==> config.mk <==
export PLATFORM = sky130hd
export DESIGN_NAME = vec_issue_seq
export DESIGN_NICKNAME = d
export VERILOG_FILES = /design/src/rtl/vis_pkg.sv /design/src/rtl/vis_plan.sv /design/src/rtl/vis_ctrl.sv /design/src/rtl/vis_opnd_map.sv /design/src/rtl/vec_issue_seq.sv
export SDC_FILE = /design/constraint.sdc
export NUM_CORES = 1
export LEC_CHECK = 0
export ABC_CLOCK_PERIOD_IN_PS = 2280
export CAP_MARGIN = 20
export CORE_ASPECT_RATIO = 0.9
export CORE_MARGIN = 5
export CORE_UTILIZATION = 61
export CTS_CLUSTER_DIAMETER = 200
export CTS_CLUSTER_SIZE = 16
export DETAILED_ROUTE_END_ITERATION = 10
export DONT_BUFFER_PORTS = 1
export PLACE_DENSITY = 0.77
export SYNTH_ARGS = -nofsm -noshare
export SYNTH_HDL_FRONTEND = slang
export SYNTH_HIERARCHICAL = 1
export SYNTH_SLANG_ARGS = --single-unit
==> constraint.sdc <==
create_clock -name clk_i -period 2.28 [get_ports clk_i]
set_input_delay 0.342 -clock clk_i [delete_from_list [all_inputs] [get_ports clk_i]]
set_output_delay 0.342 -clock clk_i [all_outputs]
set_load 0.1 [all_outputs]
==> src/rtl/vis_pkg.sv <==
package vis_pkg;
  typedef enum logic [1:0] {ST_IDLE, ST_RUN, ST_DONE} vis_state_e;
endpackage

==> src/rtl/vis_plan.sv <==
// Start-time planning: first element index and count of remaining issues.
module vis_plan #(
  parameter int VLW      = 4,
  parameter bit ELIDE_EN = 1'b1
) (
  input  logic [VLW-1:0] vl_i,
  input  logic           rt_vec_i,
  input  logic           ra_vec_i,
  input  logic           rb_vec_i,
  input  logic           ra_eq_rt_i,
  input  logic           rb_eq_rt_i,
  input  logic           mapred_i,
  input  logic           reverse_i,
  output logic           empty_o,
  output logic [VLW-1:0] first_o,
  output logic [VLW-1:0] left_o
);
  logic single_first, single_last, accum;
  logic [VLW-1:0] vl_m1;

  assign vl_m1        = vl_i - 1'b1;
  assign empty_o      = (vl_i == '0);
  assign accum        = (!ra_vec_i && ra_eq_rt_i) || (!rb_vec_i && rb_eq_rt_i);
  assign single_first = !rt_vec_i && !mapred_i;
  assign single_last  = ELIDE_EN && !rt_vec_i && mapred_i && !accum;

  always_comb begin
    if (single_last) first_o = reverse_i ? '0 : vl_m1;
    else             first_o = reverse_i ? vl_m1 : '0;
    left_o = (single_first || single_last) ? '0 : vl_m1;
  end
endmodule

==> src/rtl/vis_ctrl.sv <==
module vis_ctrl
  import vis_pkg::*;
#(
  parameter int VLW = 4
) (
  input  logic           clk_i,
  input  logic           rst_ni,
  input  logic           accept_i,
  input  logic           empty_i,
  input  logic [VLW-1:0] first_i,
  input  logic [VLW-1:0] left_i,
  input  logic           rev_q_i,
  input  logic           ready_i,
  output logic           idle_o,
  output logic           valid_o,
  output logic           done_o,
  output logic [VLW-1:0] idx_o
);
  vis_state_e st_q;
  logic [VLW-1:0] idx_q, left_q;

  always_ff @(posedge clk_i or negedge rst_ni) begin
    if (!rst_ni) begin
      st_q   <= ST_IDLE;
      idx_q  <= '0;
      left_q <= '0;
    end else begin
      unique case (st_q)
        ST_IDLE: if (accept_i) begin
          st_q   <= empty_i ? ST_DONE : ST_RUN;
          idx_q  <= first_i;
          left_q <= left_i;
        end
        ST_RUN: if (ready_i) begin
          if (left_q == '0) st_q <= ST_DONE;
          else begin
            idx_q  <= rev_q_i ? idx_q - 1'b1 : idx_q + 1'b1;
            left_q <= left_q - 1'b1;
          end
        end
        default: st_q <= ST_IDLE;
      endcase
    end
  end

  assign idle_o  = (st_q == ST_IDLE);
  assign valid_o = (st_q == ST_RUN);
  assign done_o  = (st_q == ST_DONE);
  assign idx_o   = idx_q;
endmodule

==> src/rtl/vis_opnd_map.sv <==
module vis_opnd_map #(
  parameter int REG_W = 7,
  parameter int VLW   = 4
) (
  input  logic [REG_W-1:0] base_i,
  input  logic             is_vec_i,
  input  logic [VLW-1:0]   idx_i,
  output logic [REG_W-1:0] reg_o
);
  assign reg_o = is_vec_i ? base_i + REG_W'(idx_i) : base_i;
endmodule

==> src/rtl/vec_issue_seq.sv <==
module vec_issue_seq #(
  parameter int REG_W    = 7,
  parameter int VL_MAX   = 8,
  parameter bit ELIDE_EN = 1'b1,
  localparam int VLW     = $clog2(VL_MAX + 1)
) (
  input  logic             clk_i,
  input  logic             rst_ni,
  input  logic             start_i,
  input  logic [VLW-1:0]   vl_i,
  input  logic             rt_vec_i,
  input  logic             ra_vec_i,
  input  logic             rb_vec_i,
  input  logic             mapred_i,
  input  logic             reverse_i,
  input  logic [REG_W-1:0] rt_base_i,
  input  logic [REG_W-1:0] ra_base_i,
  input  logic [REG_W-1:0] rb_base_i,
  input  logic             ready_i,
  output logic             valid_o,
  output logic [VLW-1:0]   elem_o,
  output logic [REG_W-1:0] rt_o,
  output logic [REG_W-1:0] ra_o,
  output logic [REG_W-1:0] rb_o,
  output logic             done_o
);
  localparam int NOPND = 3;

  logic                        idle, accept, empty;
  logic [VLW-1:0]              first, left, idx;
  logic [NOPND-1:0][REG_W-1:0] base_q, reg_w;
  logic [NOPND-1:0]            vec_q;
  logic                        rev_q;

  assign accept = start_i && idle;

  always_ff @(posedge clk_i or negedge rst_ni) begin
    if (!rst_ni) begin
      base_q <= '0;
      vec_q  <= '0;
      rev_q  <= 1'b0;
    end else if (accept) begin
      base_q <= {rb_base_i, ra_base_i, rt_base_i};
      vec_q  <= {rb_vec_i, ra_vec_i, rt_vec_i};
      rev_q  <= reverse_i;
    end
  end

  vis_plan #(.VLW(VLW), .ELIDE_EN(ELIDE_EN)) plan_i (
    .vl_i(vl_i), .rt_vec_i(rt_vec_i), .ra_vec_i(ra_vec_i), .rb_vec_i(rb_vec_i),
    .ra_eq_rt_i(ra_base_i == rt_base_i), .rb_eq_rt_i(rb_base_i == rt_base_i),
    .mapred_i(mapred_i), .reverse_i(reverse_i),
    .empty_o(empty), .first_o(first), .left_o(left)
  );

  vis_ctrl #(.VLW(VLW)) ctrl_i (
    .clk_i(clk_i), .rst_ni(rst_ni), .accept_i(accept), .empty_i(empty),
    .first_i(first), .left_i(left), .rev_q_i(rev_q), .ready_i(ready_i),
    .idle_o(idle), .valid_o(valid_o), .done_o(done_o), .idx_o(idx)
  );

  for (genvar g = 0; g < NOPND; g++) begin : g_opnd
    vis_opnd_map #(.REG_W(REG_W), .VLW(VLW)) map_i (
      .base_i(base_q[g]), .is_vec_i(vec_q[g]), .idx_i(idx), .reg_o(reg_w[g])
    );
  end

  assign elem_o = idx;
  assign rt_o   = reg_w[0];
  assign ra_o   = reg_w[1];
  assign rb_o   = reg_w[2];
endmodule

==> metrics.txt <==
outcome complete, but fails checks; failing checks setup timing; die width 82.4 um; period utilization 109%; yosys warns 6; global-route wire length before repair 12000 um; vias per std cell 6.21; clk slew on worst S/H paths 0.07 ns; worst relative slew slack 63.3%; Hold Fails Final Rpt 0; Iteration-0 DRC Markers 123; synthesis-stage register bit count 35; worst hold path type in -> reg; crit-path max FO 5; Num CTS Buffers 5; CP Class reg -> out; largest net degree at the start of global routing 36; CP max stage delay 0.53 ns; initial antenna violation count 0; syn avg cell area 10.1 um2; cells along the critical path ha_4, inv_2, fa_2, nor2b_4, buf_6, o21a_1, o311ai_4, buf_12; R2R Path Start ctrl_i/st_q[1]; synthesis-to-finish area growth 42.3%; Clock Sinks 35; Max Clk Rate 402 MHz; most common flop cell mapped by yosys dfrtp_1; max cap viols 0; Critical Path Stages 8; layout cells sized above 1 41.5%; Yosys cell types 49; Post-synth EDFFs 0; asr flop ratio synth 100%; Worst-Skew Late Latency 0.29 ns; nets 388; # diodes 0; top-area cell type share of the netlist area 30.4%; I/O pin count 61; crit path time final 2.49 ns; port bufs 0; Synth area leader dfrtp_1; worst path buffer plus inverter count 3; WL per Instance 20.6 um; Crit. Startpoint ctrl_i/idx_o[0]; num rows 23; Worst Reg-to-Reg Cells 7; critical path data arrival time 2.14 ns; Worst Tran Pin Value 0.550 ns; Initial Utilization 63.7%; final slew viol count 0; H-tree levels 2; clock skew 0.00615 ns; ranking of synthesized cells by area dfrtp_1, mux2_4, ha_1; HPWL after DPL 5400 um; sequential share of the synthesized area 30.4%; drt first pass iters 4; clock root cell clkbuf_8; die height 75.2 um; r2r endpoint ctrl_i/idx_o[3]; DRC Markers 0; critical path startpoint category register; post-route ant nets 0; Via Count 2464; required time of the worst setup path 1.94 ns; final core occ 90.7%; grt ovf 0; final wirelength 8180 um; CP Capture Point ra_o[6]; element type at the critical path end primary output; Syn Nets 339; Synth Instances 285; RSZ-0062 raised after global routing true; r2r setup slk 0.28 ns; final hold slack 0.199 ns; Post-Syn Area 2880 um2; gpl congestion 0.896; Core ar. 4520 um2; CTS tree built; slowest CP cell dfrtp_4; vias in the first global route 2366; CP top delay family flip-flops; Total GRT Usage 25.6%; most frequent cells in the layout dfrtp_1, buf_4, inv_1, mux2_4, buf_12; setup ws final -0.205 ns; Max clock buf depth 2; Final setup viols 17; commonest non-fill, non-tap cell in the layout dfrtp_1; die footprint 6200 um2
-- layer usage --
metal / global-route usage, % / vias to the layer above / part of all wire, % / wire [um]
li1: - / 1144 / - / -
met5: 0 / - / 0 / 0
met2: 41.5 / 98 / 51 / 4140
met1: 34.6 / 1213 / 42 / 3400
met4: 7.75 / 0 / 0.95 / 78
met3: 5.14 / 9 / 6.8 / 557
-- state kept, by name (all words and copies together), names as in the netlist --
name / flops
base_q: 21
ctrl_i/idx_o: 4
ctrl_i/left_q: 4
ctrl_i/st_q: 2
rev_q: 1
vec_q: 3
-- logic make-up after synthesis --
family          share of synthesized area (%)
simple gates                             16.3
compound gates                           13.1
mux                                      17.0
buf+inv                                  5.52
flops                                    30.4
xor+xnor                                 7.91
fa+ha+maj                                9.73
-- metrics by stage --
stage | setup TNS [ns] | area, um2 | setup WS, ns | cells
5_1_grt | -3.33 | 4100 | -0.271 | 397
4_1_cts | -1.69 | 3980 | -0.203 | 392
2_1_floorplan | -2.72 | 3260 | -0.300 | 285
3_3_place_gp | 0 | 3740 | 0.0515 | 370
6_report | -2.28 | 4100 | -0.205 | 397
3_5_place_dp | 0 | 3740 | 0.0129 | 370
-- layout make-up --
class	count	area [um2]
Multi-Input combinational cell	213	2290
Clock inverter	1	5.00
Timing Repair Buffer	50	637
Clock buffer	7	86.3
Inverter	29	109
Tap cell	62	77.6
Sequential cell	35	891
Fill cell	168	420
-- cells in the mapped netlist (all sizes together) (5+ instances only) --
cell type,count
dfrtp,35
o21ai,6
nand4,12
ha,16
mux2,31
o211ai,5
nand3,8
nand2b,6
o2111ai,6
and3,5
nor2,6
inv,29
o21a,6
buf,6
nor2b,12
a21oi,17
mux2i,7
xor2,11
xnor2,15
-- worst min path at each step --
stage | startpoint | to | slack [ns] | cells past startpoint
floorplan | rst_ni | base_q[0] | 0.05 | 0
global route | ra_vec_i | vec_q[1] | 0.18 | 1
CTS | rb_vec_i | vec_q[2] | 0.19 | 1
finish | ra_vec_i | vec_q[1] | 0.20 | 1
global placement | rst_ni | ctrl_i/left_q[2] | 0.05 | 0
detailed placement | rst_ni | ctrl_i/left_q[2] | 0.05 | 0
-- timing repair --
item | 4_1_cts | 5_1_grt
gates resized for setup | 5 | 13
buffers inserted | 12 | 5
setup endpoints to repair | 15 | 17
hold buffers | 2 | 0
hold endpoints to repair | 35 | 0
pin swaps | 15 | 8
Power is left out: the tool's default activity adds up to more than one toggle a clock period on the data nets, which glitch-free logic cannot reach.
